===== config.mk =====
export PLATFORM = sky130hd
export DESIGN_NAME = sdram_act_interlock
export DESIGN_NICKNAME = d
export VERILOG_FILES = /design/src/rtl/sdram_ilk_pkg.sv /design/src/rtl/ilk_decode.sv /design/src/rtl/ilk_countdown.sv /design/src/rtl/sdram_act_interlock.sv
export SDC_FILE = /design/constraint.sdc
export NUM_CORES = 1
export LEC_CHECK = 0
export ABC_CLOCK_PERIOD_IN_PS = 2600
export BUFFER_PORTS_ARGS = -buffer_cell sky130_fd_sc_hd__buf_2
export CAP_MARGIN = 20
export CORE_MARGIN = 2
export CORE_UTILIZATION = 55
export CTS_CLUSTER_SIZE = 14
export DETAILED_ROUTE_END_ITERATION = 10
export PLACE_DENSITY = 0.78
export SLEW_MARGIN = 20
export SYNTH_ARGS = -nofsm -noshare
export SYNTH_HDL_FRONTEND = slang
export SYNTH_HIERARCHICAL = 1
export SYNTH_SLANG_ARGS = --single-unit

===== constraint.sdc =====
create_clock -name clk -period 2.6 [get_ports clk]
set_input_delay 0.13 -clock clk [delete_from_list [all_inputs] [get_ports clk]]
set_output_delay 0.13 -clock clk [all_outputs]
set_load 0.01 [all_outputs]

===== src/rtl/sdram_ilk_pkg.sv =====
package sdram_ilk_pkg;
  typedef enum logic [1:0] {
    MEM_DRAM  = 2'b00,
    MEM_PSRAM = 2'b01,
    MEM_SDRAM = 2'b10,
    MEM_OTHER = 2'b11
  } mem_kind_e;

  // Write recovery: 00->1, 01->2, 10->3, reserved 11 clamps to 3
  function automatic logic [2:0] wr_cycles(input logic [1:0] code);
    return (code == 2'b11) ? 3'd3 : {1'b0, code} + 3'd1;
  endfunction

  // Refresh active: 00..11 -> 2..5
  function automatic logic [2:0] rf_cycles(input logic [1:0] code);
    return {1'b0, code} + 3'd2;
  endfunction
endpackage


===== src/rtl/ilk_decode.sv =====
module ilk_decode import sdram_ilk_pkg::*; #(
  parameter int CNT_W = 4
) (
  input  logic [1:0]       wr_rcv,
  input  logic [1:0]       rf_act,
  input  logic [1:0]       pre_time,
  output logic [CNT_W-1:0] wr_lock_len,
  output logic [CNT_W-1:0] rf_lock_len,
  output logic [CNT_W-1:0] strobe_len,
  output logic             cfg_err
);
  logic [CNT_W-1:0] pre_len;

  always_comb begin
    pre_len     = CNT_W'(pre_time) + CNT_W'(1);
    wr_lock_len = pre_len + CNT_W'(wr_cycles(wr_rcv));
    rf_lock_len = pre_len + CNT_W'(rf_cycles(rf_act));
    strobe_len  = CNT_W'(rf_cycles(rf_act));
    cfg_err     = (wr_rcv == 2'b11);
  end
endmodule


===== src/rtl/ilk_countdown.sv =====
module ilk_countdown #(
  parameter int CNT_W = 4
) (
  input  logic             clk,
  input  logic             rst_n,
  input  logic             load,
  input  logic [CNT_W-1:0] load_val,
  output logic             busy
);
  logic [CNT_W-1:0] cnt_q, dec;

  always_comb dec = (cnt_q != '0) ? cnt_q - CNT_W'(1) : '0;

  always_ff @(posedge clk or negedge rst_n) begin
    if (!rst_n)                        cnt_q <= '0;
    else if (load && load_val > dec)   cnt_q <= load_val;
    else                               cnt_q <= dec;
  end

  assign busy = (cnt_q != '0);

  // no early release
  a_r9_no_early_release: assert property (@(posedge clk) disable iff (!rst_n)
    (cnt_q > CNT_W'(1)) |=> (cnt_q != '0));
  // steady decrement without load
  a_r9_step_down: assert property (@(posedge clk) disable iff (!rst_n)
    (busy && !load) |=> (cnt_q == $past(cnt_q) - CNT_W'(1)));
  // reload never shortens below the new request
  a_r7_reload_covers: assert property (@(posedge clk) disable iff (!rst_n)
    load |=> (cnt_q >= $past(load_val)));
endmodule


===== src/rtl/sdram_act_interlock.sv =====
module sdram_act_interlock import sdram_ilk_pkg::*; #(
  parameter int CNT_W = 4
) (
  input  logic       clk,
  input  logic       rst_n,
  input  logic [1:0] mem_mode,
  input  logic [1:0] wr_rcv,
  input  logic [1:0] rf_act,
  input  logic [1:0] pre_time,
  input  logic       wr_end,
  input  logic       ref_evt,
  input  logic       act_valid,
  output logic       act_ready,
  output logic       act_fire,
  output logic       refresh_strobe,
  output logic       cfg_err
);
  logic [CNT_W-1:0] wr_len, rf_len, stb_len, lock_val;
  logic is_sdram, is_dram_like, lock_load, stb_load, lock_busy;

  ilk_decode #(.CNT_W(CNT_W)) i_dec (
    .wr_rcv(wr_rcv), .rf_act(rf_act), .pre_time(pre_time),
    .wr_lock_len(wr_len), .rf_lock_len(rf_len), .strobe_len(stb_len),
    .cfg_err(cfg_err));

  always_comb begin
    is_sdram     = (mem_kind_e'(mem_mode) == MEM_SDRAM);
    is_dram_like = (mem_kind_e'(mem_mode) == MEM_DRAM) ||
                   (mem_kind_e'(mem_mode) == MEM_PSRAM);
    lock_load    = is_sdram && (wr_end || ref_evt);
    lock_val     = '0;
    if (wr_end && wr_len > lock_val)  lock_val = wr_len;
    if (ref_evt && rf_len > lock_val) lock_val = rf_len;
    stb_load     = is_dram_like && ref_evt;
  end

  ilk_countdown #(.CNT_W(CNT_W)) i_lock (
    .clk(clk), .rst_n(rst_n), .load(lock_load), .load_val(lock_val),
    .busy(lock_busy));

  ilk_countdown #(.CNT_W(CNT_W)) i_strobe (
    .clk(clk), .rst_n(rst_n), .load(stb_load), .load_val(stb_len),
    .busy(refresh_strobe));

  assign act_ready = !lock_busy && !lock_load;
  assign act_fire  = act_valid && act_ready;

  // no activate while a lockout counts
  a_r8_no_fire_locked: assert property (@(posedge clk) disable iff (!rst_n)
    act_fire |-> !lock_busy);
  // lockout only started from synchronous DRAM mode
  a_r5_lock_mode: assert property (@(posedge clk) disable iff (!rst_n)
    $rose(lock_busy) |-> $past(is_sdram));
  // strobe starts only after a refresh in a DRAM-like mode
  a_r6_strobe_start: assert property (@(posedge clk) disable iff (!rst_n)
    $rose(refresh_strobe) |-> ($past(ref_evt) && $past(is_dram_like)));
endmodule


# Yosys cells after proc, flatten, opt, wreduce, memory -nomap -nowiden

Index checks and enable logic that the tools add are counted.

Output and inout bits: 4
Register bits: 8
Input bits: 13

Eq/ne operators: 3
$add $sub $neg: 7
Reductions and logical operators: 15
Magnitude comparators: 4
Muxes and demuxes: 7

Operators with widths:

| operator                                                       | number |
|---|---|
| 2-to-1 mux 4 bit                                               | 6 |
| adder 4 x 3 -> 4 bit                                           | 2 |
| greater-than comparator 4 bit                                  | 2 |
| logical AND 1 bit                                              | 8 |
| nonzero test 4 bit                                             | 2 |
| subtractor 4 x 1 -> 4 bit (second input constant)              | 2 |
| adder 2 x 1 -> 3 bit (second input constant)                   | 2 |
| == test 2 bit (second input constant)                          | 2 |
| greater-than comparator 3 x 4 -> 1 bit                         | 1 |
| greater-than comparator 4 x 1 -> 1 bit (second input constant) | 1 |
| adder 2 x 2 -> 3 bit (second input constant)                   | 1 |
| 2-to-1 mux 3 bit                                               | 1 |
| == test 2 x 1 -> 1 bit (second input constant)                 | 1 |
| logical NOT 1 bit                                              | 2 |
| logical NOT 2 bit                                              | 1 |
| logical OR 1 bit                                               | 2 |

# Depth between registers and ports, before layout

Gate-level depths: netlist of run 1.

Word-level depth: 12
Mapped depth: 16
Depth with buffers taken out: 16

# Cells and area by module

The synthesis of run 1 kept the hierarchy.

Modules (own cells, without submodules):

| module              | area each (um^2) | seq. area each (um^2) | cells an instance | times used |
|---|---|---|---|---|
| ilk_countdown       | 327.8            | 100.1                 | 33                | 2 |
| ilk_decode          | 232.7            | 0.0                   | 26                | 1 |
| sdram_act_interlock | 217.7            | 0.0                   | 27                | 1 |

# Least setup slack after synthesis of run 1

OpenSTA, ideal clock, no wires.

Path type: input-to-reg
Start: input port pre_time[0]
End: register i_lock.cnt_q[0]
Setup time: 0.125 ns
Data arrival time: 3.067 ns
Stages: 15
Setup slack: -0.592 ns
Path through: ha_1 ha_1 a21o_1 a22o_2 ha_1 nand4_1 nand2_1 a21oi_4 mux2_4 inv_1 ha_1 nand4_1 nand2_1 a21oi_4 mux2_4

Elaborated cells on any way between the ends: 12
Classes of those cells: 3 x add/sub; 3 x order compare; 3 x mux; 3 x reduce/logical

RTL lines:

| item                            | RTL line                  | source |
|---|---|---|
| start, declared                 | sdram_act_interlock.sv:9  | `input logic [1:0] pre_time,` |
| adder 2 x 1 -> 3 bit *          | ilk_decode.sv:15          | `pre_len = CNT_W'(pre_time) + CNT_W'(1);` |
| adder 4 x 3 -> 4 bit *          | ilk_decode.sv:17          | `rf_lock_len = pre_len + CNT_W'(rf_cycles(rf_act));` |
| named net rf_len[3]             | sdram_act_interlock.sv:18 | `logic [CNT_W-1:0] wr_len, rf_len, stb_len, lock_val;` |
| greater-than comparator 4 bit * | sdram_act_interlock.sv:33 | `if (ref_evt && rf_len > lock_val) lock_val = rf_len;` |
| logical AND 1 bit *             | sdram_act_interlock.sv:33 |  |
| 2-to-1 mux 4 bit *              | sdram_act_interlock.sv:33 |  |
| named net lock_val[0]           | sdram_act_interlock.sv:18 |  |
| greater-than comparator 4 bit   | ilk_countdown.sv:16       | `else if (load && load_val > dec) cnt_q <= load_val;` |
| logical AND 1 bit               | ilk_countdown.sv:16       |  |
| 2-to-1 mux 4 bit *              | ilk_countdown.sv:16       |  |
| end signal, assigned            | ilk_countdown.sv:16       |  |
| end, declared                   | ilk_countdown.sv:10       | `logic [CNT_W-1:0] cnt_q, dec;` |

The timed path passes the listed nets; every way through them passes the cells marked *.

# Worst setup path in the final report of run 1

Start: input port pre_time[0]
End: register i_lock.cnt_q[0]

Longest elaborated chain between the ends: 11
Elaborated cells on any way between the ends: 12
Classes of those cells: 3 x add/sub; 3 x order compare; 3 x mux; 3 x reduce/logical

Ends and longest elaborated chain:

| item                                   | RTL line                  | source |
|---|---|---|
| adder 2 x 1 -> 3 bit *                 | ilk_decode.sv:15          |  |
| adder 4 x 3 -> 4 bit *                 | ilk_decode.sv:16          | `wr_lock_len = pre_len + CNT_W'(wr_cycles(wr_rcv));` |
| named net wr_len[1]                    | sdram_act_interlock.sv:18 |  |
| greater-than comparator 4 x 1 -> 1 bit | sdram_act_interlock.sv:32 | `if (wr_end && wr_len > lock_val) lock_val = wr_len;` |
| logical AND 1 bit                      | sdram_act_interlock.sv:32 |  |
| 2-to-1 mux 4 bit *                     | sdram_act_interlock.sv:32 |  |
| greater-than comparator 4 bit          | sdram_act_interlock.sv:33 |  |
| logical AND 1 bit                      | sdram_act_interlock.sv:33 |  |
| 2-to-1 mux 4 bit *                     | sdram_act_interlock.sv:33 |  |
| named net lock_val[1]                  | sdram_act_interlock.sv:18 |  |
| greater-than comparator 4 bit *        | ilk_countdown.sv:16       |  |
| logical AND 1 bit *                    | ilk_countdown.sv:16       |  |
| 2-to-1 mux 4 bit *                     | ilk_countdown.sv:16       |  |

Marks and branches as above.

==> metrics.md, run 1 <==
| Metric | Value |
|---|---|
| Max incr delay on CP | `0.56 ns` |
| Achievable frequency | `331.9 MHz` |
| Syn-to-layout area delta | `28.85%` |
| Count leader, synth | `ha_1` |
| CORE AREA | `1922 sq um` |
| Post-synth top cells | `ha_1 (18), inv_1 (17), nor2_1 (10)` |
| Total power after layout | `0.001032 W` |
| Initial antenna violation count | `0` |
| Net Sw Frac | `42.17%` |
| # IOs | `17` |
| Vias in the first global route | `942` |
| CP max-delay cell | `fa_1` |
| PortBufs | `16` |
| Placer Congestion | `0.8145` |
| Seq/Total Area, Yosys | `18.10%` |
| Fin crit period | `3.013 ns` |
| CP endpoint kind | `flip-flop` |
| Antenna cells | `0` |
| Final worst slack | `-0.4132 ns` |
| Clk buf depth | `2` |
| Synth area leader | `ha_1` |
| Synthesis Warnings | `6` |
| Clk pin slew, worst setup/hold paths | `0.06 ns` |
| Met1 Use GR | `24.02%` |
| Initial DRC count | `13` |
| R2r setup slk | `0.51 ns` |
| Nets@finish | `183` |
| Final Slew Violations | `0` |
| First-pass GRT wire length | `3891 um` |
| RSZ-0062 raised after global routing | `true` |
| Main area contributors after synthesis | `ha_1 (20%), dfrtp_1 (18%), mux2i_1 (8.1%), inv_1 (5.8%), a21oi_4 (4.4%)` |
| Peak VDD IR | `0.4149 mV` |
| Status | `complete, but fails checks` |
| Fin Clk Skew | `0.005192 ns` |
| CP Cell Sequence | `buf_8 -> ha_4 -> fa_1 -> nand2_2 -> ha_4 -> nor2b_4 -> o211ai_2 -> a21oi_4 -> mux2i_2 -> ha_1 -> nor2b_4 -> o211ai_2 -> a21oi_4 -> mux2_4` |
| Worst r2r path cells | `8` |
| Leakage | `0.6938 nW` |
| FF+latch count, synth | `8` |
| Cell variety after synth | `28` |
| GR Util met2 | `39.50%` |
| Root buf cell | `clkbuf_4` |
| Final period utilization | `115.9%` |
| Die W | `48.85 um` |
| Syn avg cell area | `9.295 sq um` |
| # rows | `16` |
| Failing checks | `setup timing` |
| EDFF count, synth | `0` |
| GR Layer Usage met3 | `4.908%` |
| Vias per cell | `5.154` |
| Largest net degree at the start of global routing | `9` |
| Setup TNS Final | `-1.613 ns` |
| CTS buffer count | `3` |
| Die area | `2386 sq um` |
| Synth top area share | `20.36%` |
| Crit Path Class | `in -> reg` |
| Routed via count | `902` |
| Initial Utilization | `57.55%` |
| Post-DRT Antenna Nets | `0` |
| Layout cells sized above 1 | `45.27%` |
| Hold EP | `i_strobe/cnt_q[0]$_DFF_PN0_` |
| Power per cell area | `723.8 nW/um^2` |
| GRT Overall Usage | `20.94%` |
| Setup violators final | `4` |
| Clk Latency, worst-skew pair | `0.25 ns` |
| Sequential power share | `20.4%` |
| Grt peak-use layer | `met2` |
| Hold depth | `3` |
| Reg-to-Reg Start | `i_strobe/cnt_q[1]$_DFF_PN0_` |
| DRC | `0` |
| Hold/Removal Path Class | `in -> reg` |
| Asr flop ratio synth | `100.0%` |
| Sw Pwr | `0.0004350 W` |
| Total gr overflow | `0` |
| Clock sink count | `8` |
| Int Power | `0.0005966 W` |
| Mapped Cells | `119` |
| Post-DP HPWL | `1777 um` |
| Startpoint Class | `input port` |
| Initial DRT Pass Iterations | `4` |
| CP max FO | `4` |
| Hold Vio Cnt, Final | `0` |
| Hold Startpoint | `rf_act[0]` |
| Net Count, Synth | `152` |
| CTS tree | `done` |
| H-Tree Level Count | `1` |
| R2r endpoint | `i_strobe/cnt_q[0]$_DFF_PN0_` |
| Logic pwr share | `70.4%` |
| Maxcap violations | `0` |
| Mean routed wirelength per cell | `12.74 um` |
| Required time worst endpoint | `2.74 ns` |
| Cell Area, Synth | `1106 sq um` |
| Crit path DAT | `3.15 ns` |
| Die height | `48.85 um` |
| Top Family by Delay on Critical Path | `adder cells` |
| Synth Flop Type | `dfrtp_1` |
| CP bufs+invs | `1` |
| Clock share of power | `9.2%` |
| WL final | `2229 um` |
==> sequential cells by signal (all words and copies together) (netlist names) <==
signal          flops
i_lock/cnt_q        4
i_strobe/cnt_q      4
==> cell families after synthesis <==
family                   after synthesis  share of synthesized area, %
AND/OR/NAND/NOR                       37                         20.82
adder cells (fa/ha/maj)               20                         23.98
buffers and inverters                 20                         7.805
AO/OA/AOI/OAI                         18                         14.37
multiplexers                          12                         12.22
flip-flops                             8                         18.10
XOR/XNOR                               3                         2.376
other                                  1                        0.3390
==> power by group through the flow <==
stage          Combinational [W]  Sequential [W]  Clock (W)
6_report                0.000726        0.000211  0.0000949
2_1_floorplan           0.000525        0.000204          0
4_1_cts                 0.000708        0.000210  0.0000972
3_3_place_gp            0.000647        0.000210          0
5_1_grt                 0.000803        0.000218   0.000104
3_5_place_dp            0.000669        0.000213          0
==> worst reg2reg max path, delay by kind of cell, from the launching register on <==
family | cells | cell delay, ns
AOI/OAI and AO/OA | 2 | 0.30
adders and majority gates | 1 | 0.32
DFF | 1 | 0.40
muxes | 1 | 0.32
and+or+nand+nor | 4 | 0.63
==> worst max path at each step <==
stage,startpoint,end,slack (ns),cells after the start
4_1_cts,pre_time[0],i_lock/cnt_q[0]$_DFF_PN0_,-0.36,15
6_report,pre_time[0],i_lock/cnt_q[0]$_DFF_PN0_,-0.41,14
3_5_place_dp,pre_time[0],i_lock/cnt_q[0]$_DFF_PN0_,-0.71,15
5_1_grt,pre_time[0],i_lock/cnt_q[0]$_DFF_PN0_,-0.53,15
3_3_place_gp,pre_time[0],i_lock/cnt_q[0]$_DFF_PN0_,-0.68,15
2_1_floorplan,pre_time[0],i_lock/cnt_q[0]$_DFF_PN0_,-0.46,15
==> stage by stage <==
stage	cells	instance area, sq um	setup WS, ns	util [%]	hold slack, ns
after detailed placement	170	1310	-0.7098	68.16	-0.02672
after global routing	175	1425	-0.5286	74.15	0.2443
after CTS	175	1418	-0.3596	73.76	0.2294
after floorplan	119	1136	-0.4564	-	-0.1656
final	175	1425	-0.4132	74.15	0.2317
after global placement	170	1310	-0.6840	68.16	-0.02563
==> per-layer routing <==
metal / part of all wire, % / vias to the layer above
met5: 0 / -
met4: 0.94 / 0
met3: 3.5 / 2
met2: 52 / 19
met1: 43 / 419
li1: - / 462
==> area by class of cell <==
cell class,instances,area [sq um]
multi-input combinational,91,908.4
fill,141,496.7
sequential,8,200.2
timing repair buffer,29,196.4
inverter,17,63.81
tap,27,33.78
clock buffer,3,22.52
==> cells in the final DEF (no fill, tap or decap), drive strengths merged <==
| cell type | synthesis | layout |
|---|---|---|
| buf | 3 | 28 |
| ha | 18 | 18 |
| inv | 17 | 17 |
| nor2 | 10 | 10 |
| a21oi | 10 | 10 |
| mux2i | 9 | 9 |
| dfrtp | 8 | 8 |
| nand2 | 8 | 8 |
| nor2b | 4 | 4 |
| and2 | 3 | 3 |
| o211ai | 3 | 3 |
| nand4 | 3 | 3 |
| mux2 | 3 | 3 |
| nor3b | 3 | 3 |
| clkbuf | 0 | 3 |
| or2 | 3 | 3 |
| xor2 | 2 | 2 |
| nor3 | 2 | 2 |
| o21ai | 2 | 2 |
| fa | 2 | 2 |
| dlygate4sd3 | 0 | 1 |
| xnor2 | 1 | 1 |
| a32o | 1 | 1 |
| a21o | 1 | 1 |
| a22o | 1 | 1 |
| nand2b | 1 | 1 |
| conb | 1 | 1 |
==> timing repair <==
item	4_1_cts	5_1_grt
endpoints found under the hold margin	8	0
setup endpoints to repair	4	4
setup buffers	1	0
hold buffers	1	0
pin swaps	9	0
resized for setup	14	2
Note: power is estimated with default switching activity, not from simulation.
==> run 2, diff against run 1 <==
Settings changed: REMOVE_ABC_BUFFERS set to 1.
==> metrics.md, run 2 (same netlist as run 1, synthesis figures left out) <==
| Metric | Value |
|---|---|
| Fin crit period | `3.043 ns (+0.02953 ns)` |
| Placed cells | `170 (unchanged)` |
| Clk pin slew, worst setup/hold paths | `0.05 ns (about the same)` |
| CORE AREA | `1922 sq um (unchanged)` |
| Total power after layout | `0.001121 W (+8.7%)` |
| First-pass GRT wire length | `4181 um (+7.5%)` |
| Layout cells sized above 1 | `50.98% (+5.7 points)` |
| Final Slew Violations | `0 (unchanged)` |
| Nets@finish | `188 (+2.7%)` |
| Most frequent cells in the layout | `buf_4 (15), inv_1 (12), buf_2 (12)` |
| CP max FO | `4 (unchanged)` |
| PortBufs | `16 (unchanged)` |
| CP Cell Sequence | `buf_8 -> or2_4 -> fa_2 -> nand2_4 -> ha_4 -> nor2b_4 -> o211ai_2 -> a21oi_4 -> mux2i_2 -> ha_1 -> nor2b_4 -> o211ai_4 -> a21oi_4 -> mux2_4` |
| RSZ-0062 raised after global routing | `true` |
| Initial antenna violation count | `0 (unchanged)` |
| GRT Overall Usage | `22.94% (+2.0 points)` |
| WL final | `2655 um (+19%)` |
| Clk buf depth | `2 (unchanged)` |
| Fin Clk Skew | `0.0001894 ns (-0.005002 ns)` |
| Post-DP HPWL | `1855 um (+4.4%)` |
| Post-route cell area | `1550 sq um (+8.8%)` |
| Setup Slack @ Placement | `-0.8195 ns (-0.1097 ns)` |
| # rows | `16 (unchanged)` |
| Largest net degree at the start of global routing | `9 (unchanged)` |
| Leakage | `0.7350 nW (+5.9%)` |
| Hold Vio Cnt, Final | `0 (unchanged)` |
| Commonest non-fill, non-tap cell in the layout | `buf_4` |
| Power per cell area | `723.2 nW/um^2 (about the same)` |
| Clk Latency, worst-skew pair | `0.25 ns (about the same)` |
| Routed via count | `957 (+6.1%)` |
| H-Tree Level Count | `1 (unchanged)` |
| CP endpoint kind | `flip-flop` |
| Failing checks | `setup timing` |
| Peak VDD IR | `0.3748 mV (-9.7%)` |
| Post-DRT Antenna Nets | `0 (unchanged)` |
| Required time worst endpoint | `2.74 ns (about the same)` |
| CP max-delay cell | `fa_2` |
| Root buf cell | `clkbuf_4` |
| Hold/Removal Path Class | `in -> async` |
| Vias in the first global route | `1,020 (+8.3%)` |
| CTS buffer count | `3 (unchanged)` |
| Die area | `2386 sq um (unchanged)` |
| Non-Filler Instances | `180 (+2.9%)` |
| Clock sink count | `8 (unchanged)` |
| Placer Congestion | `0.7341 (-9.9%)` |
| Final worst slack | `-0.4427 ns (-0.02953 ns)` |
| Setup TNS Final | `-1.656 ns (-0.04244 ns)` |
| Syn-to-layout area delta | `40.16%` |
| Initial DRC count | `11 (-2)` |
| Final period utilization | `117.0% (+1.1 points)` |
| CP bufs+invs | `1 (unchanged)` |
| Maxcap violations | `0 (unchanged)` |
| CTS tree | `done` |
| Status | `complete, but fails checks` |
| Setup violators final | `4 (unchanged)` |
| Initial DRT Pass Iterations | `4 (unchanged)` |
| Initial Utilization | `57.55% (unchanged)` |
| Achievable frequency | `328.7 MHz (-0.97%)` |
| Biggest regs | `i_lock/cnt_q (4), i_strobe/cnt_q (4)` |
| Crit Path Class | `in -> reg` |
| Max incr delay on CP | `0.61 ns (+0.05 ns)` |
| DP Area | `1280 sq um (-2.3%)` |
| Total gr overflow | `0 (unchanged)` |
| # IOs | `17 (unchanged)` |
| Crit path DAT | `3.18 ns (+0.03 ns)` |
| DRC | `0 (unchanged)` |
| Die height | `48.85 um (unchanged)` |
| Mean routed wirelength per cell | `14.75 um (+16%)` |
| Antenna cells | `0 (unchanged)` |
| Startpoint Class | `input port` |
| Top Family by Delay on Critical Path | `adder cells` |
| Vias per cell | `5.317 (+3.2%)` |
| Die W | `48.85 um (unchanged)` |
## run 2: cell count changes in the layout (fill, tap and decap cells not counted), moves of 2 or more
cell / before / now
buf_4: 12 / 15
buf_2: 14 / 12
buf_6: 1 / 5
nand2_1: 7 / 5
ha_2: 2 / 0
ha_4: 4 / 7
## run 2: power breakdown
part	total (W)	switching [W]	internal, W	leakage, nW
Sequential	0.000212	0.0000443	0.000168	0.106
Combinational	0.000816	0.000398	0.000418	0.615
Clock	0.0000928	0.0000401	0.0000527	0.0138
Total	0.00112	0.000482	0.000639	0.735
## run 2: stage by stage
step                      hold WS [ns]  util, %
final                           0.2402    80.66
after detailed placement      -0.02100    66.60
after global routing            0.2619    80.66
after global placement        -0.02669    66.60
after CTS                       0.2402    74.80
after floorplan                -0.1656        -
## run 2: final timing paths
kind,from,to,slack (ns),cells past startpoint
setup / recovery,wr_rcv[0],i_lock/cnt_q[0]$_DFF_PN0_,-0.44,14
hold / removal,rst_n,i_lock/cnt_q[2]$_DFF_PN0_,0.24,2
setup reg to reg,i_strobe/cnt_q[1]$_DFF_PN0_,i_strobe/cnt_q[0]$_DFF_PN0_,0.47,8
hold reg to reg,i_strobe/cnt_q[3]$_DFF_PN0_,i_strobe/cnt_q[3]$_DFF_PN0_,0.66,2
max in group asynchronous,rst_n,i_strobe/cnt_q[2]$_DFF_PN0_,2.19,2
min in group clk,rf_act[0],i_strobe/cnt_q[0]$_DFF_PN0_,0.27,3
## run 2: layer usage
| metal | global-route usage (%) | up-vias | share of wire, % |
|---|---|---|---|
| met5 | 0 | - | 0 |
| met4 | 7.143 | 0 | 2.1 |
| met3 | 1.840 | 6 | 2.1 |
| met2 | 49.77 | 19 | 58 |
| met1 | 21.76 | 461 | 37 |
| li1 | - | 471 | - |
## run 2: cell type report
type / count / area (sq um)
inverters: 17 / 68.82
multi-input cells: 91 / 970.9
fillers: 125 / 371.6
flip-flops and latches: 8 / 200.2
well taps: 27 / 33.78
clock buffers: 3 / 22.52
repair buffers: 34 / 254.0
## run 2: timing repair
action,4_1_cts,5_1_grt
hold buffers,1,0
endpoints found under the hold margin,8,0
pin swaps,12,17
gates resized for setup,21,19
setup endpoints to repair,4,4
setup buffers,3,3
